**src/rtl/cfm_pkg.sv**
```systemverilog
package cfm_pkg;

  typedef enum logic [2:0] {
    FK_STATE      = 3'd0,
    FK_DISTURB    = 3'd1,
    FK_TRANSITION = 3'd2,
    FK_WR_DESTR   = 3'd3,
    FK_RD_DESTR   = 3'd4,
    FK_RD_WRONG   = 3'd5,
    FK_RD_DECEPT  = 3'd6,
    FK_NONE       = 3'd7
  } fault_kind_e;

endpackage

```
**src/rtl/cfm_fault_ctl.sv**
```systemverilog
// Decides, per cycle, what the array and the read port do: the normal write,
// a forced update of the victim cell, and inversion of returned data.
module cfm_fault_ctl
  import cfm_pkg::*;
#(
  parameter int ADDR_W = 5
) (
  input  logic              we,
  input  logic              re,
  input  logic [ADDR_W-1:0] addr,
  input  logic              wdata,
  input  logic              fault_en,
  input  logic [ADDR_W-1:0] aggr_addr,
  input  logic [ADDR_W-1:0] vict_addr,
  input  fault_kind_e       kind,
  input  logic              cx,
  input  logic              cy,
  input  logic              cz,
  input  logic              dyn_en,
  input  logic              a_bit,
  input  logic              v_bit,
  input  logic              wv_last,
  output logic              wr_en,
  output logic              wr_val,
  output logic              frc_en,
  output logic              frc_val,
  output logic              rd_en,
  output logic              rd_inv
);

  logic armed;
  logic op_wr;
  logic op_rd;
  logic hit_a;
  logic hit_v;
  logic agg_ok;
  logic rd_trig;

  always_comb begin
    armed   = fault_en && (aggr_addr != vict_addr);
    op_wr   = we;
    op_rd   = re && !we;
    hit_a   = (addr == aggr_addr);
    hit_v   = (addr == vict_addr);
    agg_ok  = armed && (a_bit == cx);
    rd_trig = agg_ok && op_rd && hit_v && (v_bit == cy) && (!dyn_en || wv_last);

    wr_en   = op_wr;
    wr_val  = wdata;
    frc_en  = 1'b0;
    frc_val = 1'b0;
    rd_en   = op_rd;
    rd_inv  = 1'b0;

    case (kind)
      FK_STATE: begin
        if (agg_ok && (v_bit == cy) && !(op_wr && hit_v)) begin
          frc_en  = 1'b1;
          frc_val = ~cy;
        end
      end
      FK_DISTURB: begin
        if (agg_ok && hit_a && (v_bit == cz) && ((op_wr && (wdata == cy)) || op_rd)) begin
          frc_en  = 1'b1;
          frc_val = ~cz;
        end
      end
      FK_TRANSITION: begin
        if (agg_ok && op_wr && hit_v && (wdata != v_bit)) begin
          wr_en = 1'b0;
        end
      end
      FK_WR_DESTR: begin
        if (agg_ok && op_wr && hit_v && (wdata == cy) && (v_bit == cy)) begin
          wr_val = ~cy;
        end
      end
      FK_RD_DESTR: begin
        if (rd_trig) begin
          frc_en  = 1'b1;
          frc_val = ~cy;
          rd_inv  = 1'b1;
        end
      end
      FK_RD_WRONG: begin
        if (rd_trig) begin
          rd_inv = 1'b1;
        end
      end
      FK_RD_DECEPT: begin
        if (rd_trig) begin
          frc_en  = 1'b1;
          frc_val = ~cy;
        end
      end
      default: begin
      end
    endcase
  end

endmodule

```
**src/rtl/cfm_bit_array.sv**
```systemverilog
// Bit storage with one normal write port, one forced victim update and
// three read taps (operation address, aggressor, victim).
module cfm_bit_array #(
  parameter int ADDR_W = 5
) (
  input  logic              clk,
  input  logic              rst_n,
  input  logic              wr_en,
  input  logic [ADDR_W-1:0] wr_addr,
  input  logic              wr_val,
  input  logic              frc_en,
  input  logic [ADDR_W-1:0] frc_addr,
  input  logic              frc_val,
  input  logic [ADDR_W-1:0] aggr_addr,
  input  logic [ADDR_W-1:0] vict_addr,
  output logic              rd_bit,
  output logic              a_bit,
  output logic              v_bit
);

  localparam int DEPTH = 1 << ADDR_W;

  logic [DEPTH-1:0] cell_q;

  for (genvar i = 0; i < DEPTH; i++) begin : g_cell
    logic sel_wr;
    logic sel_frc;
    logic ce;
    logic d;

    always_comb begin
      sel_wr  = wr_en  && (wr_addr  == ADDR_W'(i));
      sel_frc = frc_en && (frc_addr == ADDR_W'(i));
      ce      = sel_wr || sel_frc;
      d       = sel_wr ? wr_val : frc_val;
    end

    always_ff @(posedge clk or negedge rst_n) begin
      if (!rst_n) begin
        cell_q[i] <= 1'b0;
      end else if (ce) begin
        cell_q[i] <= d;
      end
    end
  end

  assign rd_bit = cell_q[wr_addr];
  assign a_bit  = cell_q[aggr_addr];
  assign v_bit  = cell_q[vict_addr];

endmodule

```
**src/rtl/cfm_read_port.sv**
```systemverilog
// Registered read data plus the one-cycle "victim just written" flag.
module cfm_read_port #(
  parameter int ADDR_W = 5
) (
  input  logic              clk,
  input  logic              rst_n,
  input  logic              rd_en,
  input  logic              rd_bit,
  input  logic              rd_inv,
  input  logic              we,
  input  logic [ADDR_W-1:0] addr,
  input  logic [ADDR_W-1:0] vict_addr,
  output logic              rdata,
  output logic              wv_last
);

  logic rdata_d;
  logic wv_d;
  logic rdata_q;
  logic wv_q;

  always_comb begin
    rdata_d = rd_bit ^ rd_inv;
    wv_d    = we && (addr == vict_addr);
  end

  always_ff @(posedge clk or negedge rst_n) begin
    if (!rst_n) begin
      rdata_q <= 1'b0;
    end else if (rd_en) begin
      rdata_q <= rdata_d;
    end
  end

  always_ff @(posedge clk or negedge rst_n) begin
    if (!rst_n) begin
      wv_q <= 1'b0;
    end else begin
      wv_q <= wv_d;
    end
  end

  assign rdata   = rdata_q;
  assign wv_last = wv_q;

endmodule

```
**src/rtl/cfm_coupling_ram.sv**
```systemverilog
module cfm_coupling_ram
  import cfm_pkg::*;
#(
  parameter int ADDR_W = 5
) (
  input  logic              clk,
  input  logic              rst_n,
  input  logic [ADDR_W-1:0] addr,
  input  logic              we,
  input  logic              re,
  input  logic              wdata,
  output logic              rdata,
  input  logic              fault_en,
  input  logic [ADDR_W-1:0] aggr_addr,
  input  logic [ADDR_W-1:0] vict_addr,
  input  logic [2:0]        fault_kind,
  input  logic              lvl_x,
  input  logic              lvl_y,
  input  logic              lvl_z,
  input  logic              dyn_en
);

  fault_kind_e kind_sel;
  logic        wr_en;
  logic        wr_val;
  logic        frc_en;
  logic        frc_val;
  logic        rd_en;
  logic        rd_inv;
  logic        rd_bit;
  logic        a_bit;
  logic        v_bit;
  logic        wv_last;

  assign kind_sel = fault_kind_e'(fault_kind);

  cfm_fault_ctl #(.ADDR_W(ADDR_W)) u_ctl (
    .we        (we),
    .re        (re),
    .addr      (addr),
    .wdata     (wdata),
    .fault_en  (fault_en),
    .aggr_addr (aggr_addr),
    .vict_addr (vict_addr),
    .kind      (kind_sel),
    .cx        (lvl_x),
    .cy        (lvl_y),
    .cz        (lvl_z),
    .dyn_en    (dyn_en),
    .a_bit     (a_bit),
    .v_bit     (v_bit),
    .wv_last   (wv_last),
    .wr_en     (wr_en),
    .wr_val    (wr_val),
    .frc_en    (frc_en),
    .frc_val   (frc_val),
    .rd_en     (rd_en),
    .rd_inv    (rd_inv)
  );

  cfm_bit_array #(.ADDR_W(ADDR_W)) u_arr (
    .clk       (clk),
    .rst_n     (rst_n),
    .wr_en     (wr_en),
    .wr_addr   (addr),
    .wr_val    (wr_val),
    .frc_en    (frc_en),
    .frc_addr  (vict_addr),
    .frc_val   (frc_val),
    .aggr_addr (aggr_addr),
    .vict_addr (vict_addr),
    .rd_bit    (rd_bit),
    .a_bit     (a_bit),
    .v_bit     (v_bit)
  );

  cfm_read_port #(.ADDR_W(ADDR_W)) u_rd (
    .clk       (clk),
    .rst_n     (rst_n),
    .rd_en     (rd_en),
    .rd_bit    (rd_bit),
    .rd_inv    (rd_inv),
    .we        (we),
    .addr      (addr),
    .vict_addr (vict_addr),
    .rdata     (rdata),
    .wv_last   (wv_last)
  );

endmodule

```
**config.mk**
```make
export PLATFORM = sky130hd
export DESIGN_NAME = cfm_coupling_ram
export DESIGN_NICKNAME = d
export VERILOG_FILES = /design/src/rtl/cfm_pkg.sv /design/src/rtl/cfm_fault_ctl.sv /design/src/rtl/cfm_bit_array.sv /design/src/rtl/cfm_read_port.sv /design/src/rtl/cfm_coupling_ram.sv
export SDC_FILE = /design/constraint.sdc
export NUM_CORES = 1
export LEC_CHECK = 0
export ABC_AREA = 0
export CAP_MARGIN = 20
export CORE_MARGIN = 2
export CORE_UTILIZATION = 63
export CTS_CLUSTER_DIAMETER = 120
export DETAILED_ROUTE_END_ITERATION = 8
export PLACE_DENSITY = 0.86
export REMOVE_ABC_BUFFERS = 1
export SETUP_SLACK_MARGIN = 0.4
export SLEW_MARGIN = 5
export SYNTH_ARGS = -nofsm -noshare
export SYNTH_HDL_FRONTEND = slang
export SYNTH_HIERARCHICAL = 1
export SYNTH_SLANG_ARGS = --single-unit
```
**constraint.sdc**
```tcl
create_clock -name clk -period 7.93 [get_ports clk]
set_input_delay 0.793 -clock clk [delete_from_list [all_inputs] [get_ports clk]]
set_output_delay 0.793 -clock clk [all_outputs]
set_load 0.01 [all_outputs]
```
**Word-level counts from Yosys, hierarchy flattened**

Cells that the tools add are included.
W data, S select, Z words.

- Bits in registers: 34
- Input port bits: 28
- Word-level logic and storage cells: 292

- $lt $le $gt $ge: 3
- Eq/ne operators: 76
- Bitwise operators: 3
- Muxes and demuxes: 51
- Reduce and logical (&&, ||, !) cells: 125

Operators by type and width:

| operator | number |
|---|---|
| $eq A5 B5 Y1 const B | 32 |
| $logic_and A1 B1 Y1 | 83 |
| $eq A5 B4 Y1 const B | 16 |
| $mux W1 | 46 |
| $eq A5 B3 Y1 const B | 8 |
| $logic_or A1 B1 Y1 | 34 |
| $eq A5 B2 Y1 const B | 4 |
| $lt A5 B6 Y1 const B | 3 |
| $bmux W1 S5 | 3 |
| $eq A5 B1 Y1 const B | 2 |
| $eq A5 B5 Y1 | 2 |
| $logic_not A5 Y1 | 2 |
| $eq A3 B3 Y1 const B | 3 |
| $eq A3 B2 Y1 const B | 2 |
| $pmux W1 S3 | 2 |
| $ne A5 B5 Y1 | 1 |
| $eq A1 B1 Y1 | 4 |
| $reduce_or A2 Y1 | 2 |
| $eq A3 B1 Y1 const B | 1 |
| $logic_not A1 Y1 | 3 |
| $logic_not A3 Y1 | 1 |
| $not A1 Y1 | 2 |
| $ne A1 B1 Y1 | 1 |
| $xor A1 B1 Y1 | 1 |

**Depth between registers and ports, before layout**

Gate-level depths: netlist of the first run.

- Depth after elaboration: 12
- Mapped depth: 16
- Depth with buffers taken out: 13

**Modules after synthesis**

The synthesis of the first run kept the hierarchy.

Modules (own cells, without submodules):

| module | sequential area each (um^2) | instances | area each (um^2) | cells an instance |
|---|---|---|---|---|
| cfm_bit_array | 800.8 | 1 | 2685.1 | 295 |
| cfm_fault_ctl | 0.0 | 1 | 400.4 | 55 |
| cfm_read_port | 50.0 | 1 | 123.9 | 12 |

**Worst setup path before layout of the first run**

Ideal clock, no wire load.

- Path type: input to register
- Start point: input port vict_addr[1]
- End point: register u_arr.cell_q[4]
- Setup time: 0.125 ns
- Stages: 16
- Setup slack: 3.694 ns
- Arrival: 4.112 ns
- Buffers on the path: 3
- Path through: buf_4 > mux4_2 > mux4_2 > mux2_2 > clkbuf_1 > xnor2_1 > nand4_1 > nor3_1 > a21oi_1 > a21oi_1 > nand2b_1 > clkbuf_1 > nor2_1 > nand2_1 > mux2_2 > mux2_2

- Elaborated cells between the ends (all ways): 42
- Those cells by class: eq/ne: 6; mux: 15; reduce/logical: 21

RTL lines:

| what | RTL line | text |
|---|---|---|
| from (decl) | cfm_coupling_ram.sv:15 | `input logic [ADDR_W-1:0] vict_addr,` |
| $bmux W1 S5 (*) | cfm_bit_array.sv:49 | `assign v_bit = cell_q[vict_addr];` |
| $mux W1 (implied by the code) (*) | cfm_bit_array.sv:49 |  |
| via v_bit | cfm_coupling_ram.sv:32 | `logic v_bit;` |
| $eq A1 B1 Y1, on equally long branches | cfm_fault_ctl.sv:46, cfm_fault_ctl.sv:57, cfm_fault_ctl.sv:63 |  |
| $logic_and A1 B1 Y1, on equally long branches (2 in series) | cfm_fault_ctl.sv:46, cfm_fault_ctl.sv:57, cfm_fault_ctl.sv:63 |  |
| $mux W1, on equally long branches | -- |  |
| $pmux W1 S3 (*) | cfm_fault_ctl.sv:55 | `case (kind)` |
| via frc_en | cfm_coupling_ram.sv:26 | `logic frc_en;` |
| $logic_and A1 B1 Y1 (*) | cfm_bit_array.sv:33 | `sel_frc = frc_en && (frc_addr == ADDR_W'(i));` |
| $logic_or A1 B1 Y1 (*) | cfm_bit_array.sv:34 | `ce = sel_wr \|\| sel_frc;` |
| to (signal, indexed assignment) | cfm_bit_array.sv:40 | `cell_q[i] <= 1'b0;` |
| to (signal, indexed assignment) | cfm_bit_array.sv:42 | `cell_q[i] <= d;` |
| to (decl) | cfm_bit_array.sv:23 | `logic [DEPTH-1:0] cell_q;` |

The timed path passes the listed nets; every way through them passes the cells marked *. The select of a mux whose other input is x is not followed.
A chain may end at the register's enable or synchronous reset.

**Final worst setup path of the first run**

- Start point: input port vict_addr[2]
- End point: register u_arr.cell_q[9]

The elaborated chain is that of the path after synthesis.

==> summary.md, run 1 <==
| Metric | Value |
|---|---|
| Crit-path max FO | 19 |
| Post-DP Area | 0.003502 mm² |
| Iteration-0 DRC Markers | 506 |
| Hold path startpoint | u_rd/rdata |
| Starting Density | 0.6662 |
| H-tree levels | 2 |
| Final Setup Violations | 0 |
| First-pass GRT wire length | 15.06 mm |
| EDFF count, synth | 0 |
| Gr usage total | 0.3634 |
| Final instance area | 0.003582 mm² |
| Min-delay worst type | reg2reg |
| CP max stage delay | 1.01 ns |
| Leak | 0.001256 µW |
| Post-synthesis cell area | 0.003209 mm² |
| CTS tree | yes |
| Clk slew on worst S/H paths | 0.07 ns |
| Row count | 25 |
| Register area share after synthesis | 0.2651 |
| Crit path buf inv count | 1 |
| Top cells by instance count after synthesis | 42 x nor2_1, 34 x dfrtp_1, 32 x a21oi_1 |
| CP Launch Type | input pin |
| Synth cell types | 42 |
| Vias | 3122 |
| First-pass DRT Iterations | 7 |
| CORE AREA | 0.004817 mm² |
| Synth warnings | 6 |
| Post-route ant nets | 0 |
| Initial antenna violation count | 0 |
| Fin nets | 402 |
| Tmin final | 5.075 ns |
| Main area contributors after synthesis | dfrtp_1 27%, mux4_2 15%, mux2i_1 6.9%, a21oi_1 5.0%, mux2_2 4.9% |
| Count leader, synth | nor2_1 |
| CP Data Required Time | 8.11 ns |
| Slowest cell on the critical path | clkdlybuf4s50_1 |
| Largest net degree at the start of global routing | 35 |
| CP Capture Type | flop |
| Final number of max-transition violations | 0 |
| Detail-routed net length per standard cell | 22.08 µm |
| Slew @ Worst Pin | 0.9539 ns |
| Max-cap viol count | 0 |
| Setup CP Type | in2reg |
| Postcts setup bufs | 0 |
| CP most frequent cell | mux2_2 |
| Synth area leader | dfrtp_1 |
| Grt ovf | 0 |
| Hold depth | 2 |
| Synthesized flop and latch total | 34 |
| Top delay family on crit path | multiplexers |
| Clk_lat worst skew | 0.30 ns |
| Fraction of registers with async set/reset | 1.000 |
| Max rail drop VDD | 0.0001129 V |
| Fill cell count | 379 |
| DP HPWL | 6.763 mm |
| Area Overhead vs Synth | 11.62% |
| Routed wire length | 9.737 mm |
| Clock Skew | 0.001500 ns |
| RSZ-0062 raised after global routing | no |
| # diodes | 0 |
| Vias in the first global route | 2864 |
| Syn Area/Cell | 8.866 µm² |
| Reg2reg end | u_arr/cell_q[9] |
| DRC Markers | 0 |
| Pwr per Cell Area | 170.6 mW/mm² |
| Origin of the critical flop-to-flop path | u_arr/cell_q[31] |
| Share of Yosys cell area claimed by the top area cell type | 0.2651 |
| Sink Count | 34 |
| DIE AREA | 0.005681 mm² |
| Reg2Reg Depth | 13 |
| Layout cell share with drive strength beyond 1 | 0.1390 |
| Port Buffers | 28 |
| Num CTS Buffers | 5 |
| Hold_buf cts | 0 |
| CTS root buf | clkbuf_8 |
| Tcrit/Tclk final | 0.6400 |
| Hold EP | u_rd/rdata |
| Syn Inst Count | 362 |
| Post-cts resize count | 0 |
| Final hold vios | 0 |
| Die Height | 75.38 µm |
| Synth Flop Type | dfrtp_1 |
| Routability cong. | 1.008 |
| Status | complete, no violations |
| Io pins | 29 |
| Cell chain of the critical path | clkdlybuf4s50_1 > mux4_2 > mux4_2 > mux2_2 > xnor2_1 > nand4_1 > nor3_1 > a21oi_1 > a21oi_1 > nand2b_1 > nor2_1 > nand2_1 > mux2_2 > mux2_2 |
| Clock Tree Buf Depth | 2 |
| Die Width | 75.38 µm |
| Critical Path AT | 5.26 ns |
| Slew margin rel. | 0.3621 |
| Routed vias/inst | 7.079 |
| Max Freq | 197.0 MHz |
| R2R setup slack | 3.87 ns |
| Setup TNS | 0 ns |
## worst min-delay path: stages, from the launching register on
cell	delay (ns)
dfrtp_1	0.35
nor2_1	0.05
a21oi_1	0.10
## layer usage
| metal | wire length, µm | track usage |
|---|---|---|
| met5 | 0 | 0 |
| met1 | 3813 | 0.5091 |
| met2 | 4239 | 0.5372 |
| met4 | 396 | 0.1501 |
| met3 | 1287 | 0.09921 |
## cell usage in the layout (no fill, tap or decap), types with 2 or more instances in the layout
cell | Yosys | final
nand2_1 | 30 | 30
buf_4 | 2 | 5
mux2i_1 | 22 | 22
o22ai_1 | 21 | 21
o221ai_1 | 2 | 2
o211ai_1 | 2 | 2
o21ai_0 | 3 | 3
mux4_2 | 22 | 22
clkbuf_8 | 0 | 5
xnor2_1 | 18 | 18
nand2b_1 | 7 | 7
nor3_1 | 8 | 8
mux2_2 | 14 | 14
inv_1 | 5 | 5
dfrtp_1 | 34 | 34
xor2_1 | 7 | 7
nor4_1 | 11 | 11
o32ai_1 | 2 | 2
a31oi_1 | 4 | 4
nor2_1 | 42 | 42
nand3_1 | 16 | 16
nor2b_1 | 8 | 8
nand4_1 | 7 | 7
clkdlybuf4s50_1 | 0 | 28
a21oi_1 | 32 | 32
and3_1 | 2 | 2
## layout make-up
| class | instances | area (µm²) | share of cell area |
|---|---|---|---|
| Inverter | 5 | 18.77 | 0.005239 |
| Sequential cell | 34 | 850.8 | 0.2375 |
| Clock buffer | 6 | 72.57 | 0.02026 |
| Multi-Input combinational cell | 295 | 2231 | 0.6228 |
| Clock inverter | 1 | 7.507 | 0.002096 |
| Timing Repair Buffer | 33 | 317.8 | 0.08872 |
| Tap cell | 67 | 83.83 | 0.02340 |
## cell families after synthesis
family / share of synthesized area
simple gates: 0.2023
compound gates: 0.1454
mux: 0.2721
buf+inv: 0.04171
xor+xnor: 0.07330
flops: 0.2651
## power breakdown
part           switching [µW]  total (µW)  internal, µW
registers                47.5         257           210
logic                     106         226           120
clock network            67.8         128          60.2
## metrics by stage
step | total power, µW | utilization | setup WS [ns] | std cells | hold slack [ns]
floorplan | 389.3 | - | 3.785 | 334 | 0.4974
global placement | 470.4 | 0.7270 | 2.865 | 434 | 0.5159
detailed placement | 476.2 | 0.7270 | 2.624 | 434 | 0.5292
CTS | 604.2 | 0.7436 | 2.939 | 441 | 0.5441
global route | 634.8 | 0.7436 | 2.624 | 441 | 0.5844
finish | 611.1 | 0.7436 | 2.855 | 441 | 0.5431
## state kept, by name, summed over array words and instances (netlist names)
name / flops
u_rd/wv_last: 1
u_rd/rdata: 1
u_arr/cell_q: 32
## worst max-delay path by stage
| stage | from | end | slack, ns | cells past startpoint |
|---|---|---|---|---|
| after CTS | vict_addr[2] | u_arr/cell_q[9] | 2.94 | 14 |
| after detailed placement | vict_addr[2] | u_arr/cell_q[9] | 2.62 | 14 |
| final | vict_addr[2] | u_arr/cell_q[9] | 2.85 | 14 |
| after global placement | aggr_addr[1] | u_arr/cell_q[4] | 2.86 | 12 |
| after floorplan | aggr_addr[1] | u_arr/cell_q[1] | 3.79 | 9 |
| after global routing | vict_addr[2] | u_arr/cell_q[9] | 2.62 | 14 |
(Power assumes the default switching activity.)
==> run 2: changes to the inputs <==
--- a/config.mk
+++ b/config.mk
@@ -8,10 +8,10 @@
 export ABC_AREA = 0
 export CAP_MARGIN = 20
 export CORE_MARGIN = 2
-export CORE_UTILIZATION = 63
+export CORE_UTILIZATION = 59
 export CTS_CLUSTER_DIAMETER = 120
 export DETAILED_ROUTE_END_ITERATION = 8
-export PLACE_DENSITY = 0.86
+export PLACE_DENSITY = 0.81
 export REMOVE_ABC_BUFFERS = 1
 export SETUP_SLACK_MARGIN = 0.4
 export SLEW_MARGIN = 5
==> constraint.sdc (replaced) <==
create_clock -name clk -period 4.7 [get_ports clk]
set_input_delay 0.47 -clock clk [delete_from_list [all_inputs] [get_ports clk]]
set_output_delay 0.47 -clock clk [all_outputs]
set_load 0.01 [all_outputs]
==> run 2 against run 1 <==
Against the previous run: non-clock buffer count up 10; routed wire length increased by 7.5%; sequential power increased by 71%; power grew 73%; global-route usage down 0.36 points; clock-buffer cell count did not move; final cell count is 3.2% higher; combinational power rose by 76%; die area increased by 6.4%; critical path type unchanged; largest power group unchanged.
==> summary.md, run 2 (synthesis results as in run 1) <==
| Metric | Value |
|---|---|
| Status | complete, no violations |
| CP Data Required Time | 4.90 ns (-3.21 ns) |
| Slew @ Worst Pin | 0.7114 ns (-0.2424 ns) |
| CTS root buf | clkbuf_8 |
| Iteration-0 DRC Markers | 420 (-17%) |
| Crit-path max FO | 10 (-9) |
| First-pass GRT wire length | 16.49 mm (+9.5%) |
| Post-route setup slack | 0.6758 ns (-2.179 ns) |
| Layout cell share with drive strength beyond 1 | 0.1792 (+0.04018) |
| Critical Path AT | 4.23 ns (-1.03 ns) |
| Vias in the first global route | 3038 (+6.1%) |
| Max rail drop VDD | 0.0001852 V (+64%) |
| Die Width | 77.76 µm (+3.2%) |
| Final Setup Violations | 0 (unchanged) |
| Top reg by flops | u_arr/cell_q |
| Tmin final | 4.024 ns |
| Max reg flops | 32 (unchanged) |
| Clock Skew | 0.01187 ns (+0.01037 ns) |
| CP most frequent cell | mux4_2 |
| Tot Pwr | 1057 µW (+73%) |
| Row count | 26 (+4.0%) |
| Final hold vios | 0 (unchanged) |
| Cell chain of the critical path | clkdlybuf4s50_1 > buf_4 > mux4_2 > mux4_2 > mux2_2 > xnor2_1 > o311ai_2 > nor4_1 > a2bb2oi_2 > nand4_1 > o22ai_1 |
| Post-route ant nets | 0 (unchanged) |
| Slowest cell on the critical path | mux4_2 |
| Detail-routed net length per standard cell | 23.02 µm (+4.2%) |
| Routability cong. | 0.9813 (-2.6%) |
| Num CTS Buffers | 5 (unchanged) |
| RSZ-0062 raised after global routing | no |
| DIE AREA | 0.006046 mm² (+6.4%) |
| Io pins | 29 (unchanged) |
| Clk_lat worst skew | 0.30 ns (about the same) |
| Slew margin rel. | 0.5247 (+0.1626) |
| Min-delay worst type | reg2reg |
| Dpl cells | 446 (+2.8%) |
| # diodes | 0 (unchanged) |
| Clk slew on worst S/H paths | 0.08 ns (about the same) |
| Max Freq | 248.5 MHz |
| Gr usage total | 0.3598 (-0.003587) |
| Die Height | 77.76 µm (+3.2%) |
| Postcts setup bufs | 0 (unchanged) |
| Vias | 3193 (+2.3%) |
| Final number of max-transition violations | 0 (unchanged) |
| CP Capture Type | flop |
| Final cell count without fillers | 455 (+3.2%) |
| Tcrit/Tclk final | 0.8562 |
| Clock Tree Buf Depth | 2 (unchanged) |
| Commonest non-fill, non-tap cells in the layout | 40 x nor2_1, 34 x dfrtp_1, 31 x a21oi_1 |
| Largest net degree at the start of global routing | 35 (unchanged) |
| CP Launch Type | input pin |
| Hold_ws | 0.5290 ns (-0.01411 ns) |
| Pre-CTS setup slack | 0.06507 ns (-2.559 ns) |
| Routed vias/inst | 7.018 (-0.87%) |
| DRC Markers | 0 (unchanged) |
| Port Buffers | 28 (unchanged) |
| Routed wire length | 10.47 mm (+7.5%) |
| Leak | 0.001337 µW (+6.5%) |
| Starting Density | 0.6205 (-0.04577) |
| Grt ovf | 0 (unchanged) |
| First-pass DRT Iterations | 6 (-1) |
| Max-cap viol count | 0 (unchanged) |
| Setup TNS | 0 ns (unchanged) |
| Sink Count | 34 (unchanged) |
| Pwr per Cell Area | 284.3 mW/mm² (+67%) |
| CTS tree | yes |
| CORE AREA | 0.005172 mm² (+7.4%) |
| Fin nets | 412 (+2.5%) |
| DP HPWL | 7.456 mm (+10%) |
| Most common cell after layout, fill and taps aside | nor2_1 |
| H-tree levels | 2 (unchanged) |
| Initial antenna violation count | 0 (unchanged) |
| Setup CP Type | in2reg |
| CP max stage delay | 0.53 ns (-0.48 ns) |
| Area Overhead vs Synth | 15.83% |
[run 2: area by class of cell]
cell class / count / area [µm²]
Clock buffer: 6 / 72.57
Clock inverter: 2 / 13.76
Fill cell: 409 / 1455
Inverter: 5 / 18.77
Multi-Input combinational cell: 295 / 2250
Sequential cell: 34 / 850.8
Tap cell: 70 / 87.58
Timing Repair Buffer: 43 / 424.2
[run 2: path summary, 6_finish.rpt]
kind                       slack, ns  cells after the start               end       startpoint
max                             0.68                     11  u_arr/cell_q[12]     aggr_addr[1]
max in group asynchronous       3.76                      2      u_rd/wv_last            rst_n
max reg2reg                     0.90                     13  u_arr/cell_q[31]  u_arr/cell_q[6]
min in group asynchronous       0.61                      2   u_arr/cell_q[7]            rst_n
min reg2reg                     0.53                      2        u_rd/rdata       u_rd/rdata
min                             0.53                      2        u_rd/rdata       u_rd/rdata
[run 2: stage by stage]
step,utilization,area (µm²)
after CTS,0.7102,3674
final,0.7187,3717
after floorplan,-,3094
after detailed placement,0.6933,3586
after global routing,0.7187,3717
after global placement,0.6933,3586
[run 2: metal layers]
| layer | wire, µm | global-route usage |
|---|---|---|
| met1 | 4088 | 0.4954 |
| met2 | 4563 | 0.5259 |
| met3 | 1295 | 0.1081 |
| met4 | 524 | 0.1554 |
| met5 | 0 | 0 |
[run 2: critical path: cells and delay by family]
family	cells	cell delay [ns]
AO/OA/AOI/OAI	3	0.97
XOR/XNOR	1	0.17
buffers and inverters	2	0.68
multiplexers	3	1.30
AND/OR/NAND/NOR	2	0.62
[run 2: where the power goes]
part	internal, µW	total, µW	switching [µW]
Clock	105	221	116
Sequential	354	439	84.7
Combinational	210	397	187
[run 2: repair_timing]
item	in CTS	in global routing
cloned	0	1
gates resized for setup	2	6
hold buffers	0	0
endpoints found under the setup margin	1	25
endpoints found under the hold margin	0	0
==> run 3: changes to the inputs <==
--- a/config.mk
+++ b/config.mk
@@ -8,10 +8,10 @@
 export ABC_AREA = 0
 export CAP_MARGIN = 20
 export CORE_MARGIN = 2
-export CORE_UTILIZATION = 59
+export CORE_UTILIZATION = 63
 export CTS_CLUSTER_DIAMETER = 120
 export DETAILED_ROUTE_END_ITERATION = 8
-export PLACE_DENSITY = 0.81
+export PLACE_DENSITY = 0.86
 export REMOVE_ABC_BUFFERS = 1
 export SETUP_SLACK_MARGIN = 0.4
 export SLEW_MARGIN = 5
==> constraint.sdc (replaced) <==
create_clock -name clk -period 4.9 [get_ports clk]
set_input_delay 0.49 -clock clk [delete_from_list [all_inputs] [get_ports clk]]
set_output_delay 0.49 -clock clk [all_outputs]
set_load 0.01 [all_outputs]
==> run 3 against run 2 <==
Against the previous run: hold slack improved by 0.063 ns; first-iteration DRC count increased by 6.0%; highest routed layer unchanged; sequential power shrank 5.0%; non-clock buffer count decreased by 3; clock-buffer cell count unchanged; global-route usage is 1.1 points higher; setup slack got worse by 0.10 ns; register-to-register slack better by 0.16 ns; critical path depth rose by 4; clock power down 5%; combinational power down 6.8%; power shrank 5.7%.
==> summary.md, run 3 (synthesis results as in run 1) <==
| Metric | Value |
|---|---|
| Status | complete, no violations |
| Post-layout util | 0.7577 (+0.03899) |
| H-tree levels | 2 (unchanged) |
| Tmin final | 4.324 ns |
| Postcts setup bufs | 0 (unchanged) |
| Setup crit start | vict_addr[1] |
| Reg2Reg Depth | 13 (unchanged) |
| Final Setup Violations | 0 (unchanged) |
| Max Freq | 231.3 MHz |
| DIE AREA | 0.005681 mm² (-6.0%) |
| Gr usage total | 0.3706 (+0.01074) |
| CORE AREA | 0.004817 mm² (-6.9%) |
| Num CTS Buffers | 5 (unchanged) |
| Die Width | 75.38 µm (-3.1%) |
| Setup TNS | 0 ns (unchanged) |
| Fill cell count | 361 (-12%) |
| Leak | 0.001307 µW (-2.2%) |
| Clk slew on worst S/H paths | 0.07 ns (about the same) |
| DP HPWL | 7.086 mm (-5.0%) |
| Vias | 3214 (+0.66%) |
| Pre-CTS setup slack | 0.3494 ns (+0.2843 ns) |
| Post-cts resize count | 0 (-2) |
| Max-cap viol count | 0 (unchanged) |
| Final number of max-transition violations | 0 (unchanged) |
| # diodes | 0 (unchanged) |
| Commonest non-fill, non-tap cells in the layout | 41 x nor2_1, 34 x dfrtp_1, 31 x a21oi_1 |
| Min-delay worst type | reg2reg |
| Hold_buf cts | 0 (unchanged) |
| Area Overhead vs Synth | 13.72% |
| Critical Path AT | 4.50 ns (+0.27 ns) |
| Register area | 850.8 µm² (unchanged) |
| Slew margin rel. | 0.4341 (-0.09068) |
| Grt ovf | 0 (unchanged) |
| CTS tree | yes |
| Io pins | 29 (unchanged) |
| Layout cell share with drive strength beyond 1 | 0.1623 (-0.01692) |
| Initial antenna violation count | 0 (unchanged) |
| Area of the multi-input gates | 0.002237 mm² (-0.56%) |
| Final hold vios | 0 (unchanged) |
| Max rail drop VDD | 0.0002265 V (+22%) |
| Max reg flops | 32 (unchanged) |
| Fin nets | 409 (-0.73%) |
| Slew @ Worst Pin | 0.8472 ns (+0.1357 ns) |
| Row count | 25 (-3.8%) |
| Clock Tree Buf Depth | 2 (unchanged) |
| Routed wire length | 9.848 mm (-6.0%) |
| Detail-routed net length per standard cell | 21.93 µm (-4.7%) |
| Hold depth | 2 (unchanged) |
| DRC Markers | 0 (unchanged) |
| Largest net degree at the start of global routing | 35 (unchanged) |
| Starting Density | 0.6662 (+0.04577) |
| Pwr per Cell Area | 273.2 mW/mm² (-3.9%) |
| Tot Pwr | 997.0 µW (-5.7%) |
| CTS root buf | clkbuf_8 |
| CP Launch Type | input pin |
| Routed vias/inst | 7.158 (+2.0%) |
| Crit-path max FO | 13 (+3) |
| Die Height | 75.38 µm (-3.1%) |
| Post-route ant nets | 0 (unchanged) |
| Sink Count | 34 (unchanged) |
| First-pass DRT Iterations | 5 (-1) |
| Tcrit/Tclk final | 0.8825 |
| Vias in the first global route | 3076 (+1.3%) |
| CP Data Required Time | 5.08 ns (+0.18 ns) |
| RSZ-0062 raised after global routing | no |
| Worst Setup EP | u_arr/cell_q[31] |
| Clk_lat worst skew | 0.29 ns (about the same) |
| R2R setup slack | 1.06 ns (+0.16 ns) |
| Most common cell after layout, fill and taps aside | nor2_1 |
| Iteration-0 DRC Markers | 445 (+6.0%) |
| Setup CP Type | in2reg |
| Port Buffers | 28 (unchanged) |
| First-pass GRT wire length | 15.46 mm (-6.3%) |
| Origin of the critical flop-to-flop path | u_arr/cell_q[6] |
| Post-route setup slack | 0.5759 ns (-0.09988 ns) |
| CP Capture Type | flop |
| Clock Skew | 0.007061 ns (-0.004805 ns) |
| Reg2reg end | u_arr/cell_q[31] |
| Top reg by flops | u_arr/cell_q |
| Routability cong. | 1.007 (+2.6%) |
[run 3: area by class of cell]
class	instances	share of cell area
inverter	5	0.005142
timing repair buffer	40	0.1022
tap	67	0.02297
sequential	34	0.2331
clock inverter	2	0.003771
clock buffer	6	0.01988
multi-input combinational	295	0.6130
[run 3: report_power, final]
part | internal, µW | switching [µW] | total, µW
Combinational | 197 | 173 | 370
Clock | 100 | 110 | 210
Sequential | 340 | 77.5 | 417
Total | 637 | 360 | 997
[run 3: how the worst min path moves through the flow]
stage                      end       start
2_1_floorplan  u_arr/cell_q[0]       rst_n
3_3_place_gp        u_rd/rdata  u_rd/rdata
3_5_place_dp        u_rd/rdata  u_rd/rdata
4_1_cts             u_rd/rdata  u_rd/rdata
5_1_grt             u_rd/rdata  u_rd/rdata
6_report            u_rd/rdata  u_rd/rdata
[run 3: per-stage QoR]
step                cells  hold slack (ns)  cell area, µm²
floorplan             334           0.1944            3094
global placement      441           0.5146            3555
detailed placement    441           0.5596            3555
CTS                   449           0.5783            3641
global route          449           0.5974            3650
finish                449           0.5916            3650
[run 3: worst max-delay path: stages]
cell and delay, ns:
clkdlybuf4s50_1 0.45, buf_4 0.24, mux4_2 0.54, mux4_2 0.47, mux2_2 0.35, xnor2_1 0.19, nand4_1 0.14, nor3_1 0.16
a21oi_1 0.06, a21oi_1 0.22, buf_4 0.18, nand4_1 0.17, nor2_1 0.20, mux2_2 0.36, mux2_2 0.27
[run 3: metal layers]
metal | vias to the layer above | part of all wire | global-route usage
li1 | 1399 | - | -
met1 | 1477 | 0.37 | 0.4884
met2 | 285 | 0.45 | 0.5749
met3 | 53 | 0.14 | 0.09524
met4 | 0 | 0.051 | 0.1754
met5 | - | 0 | 0
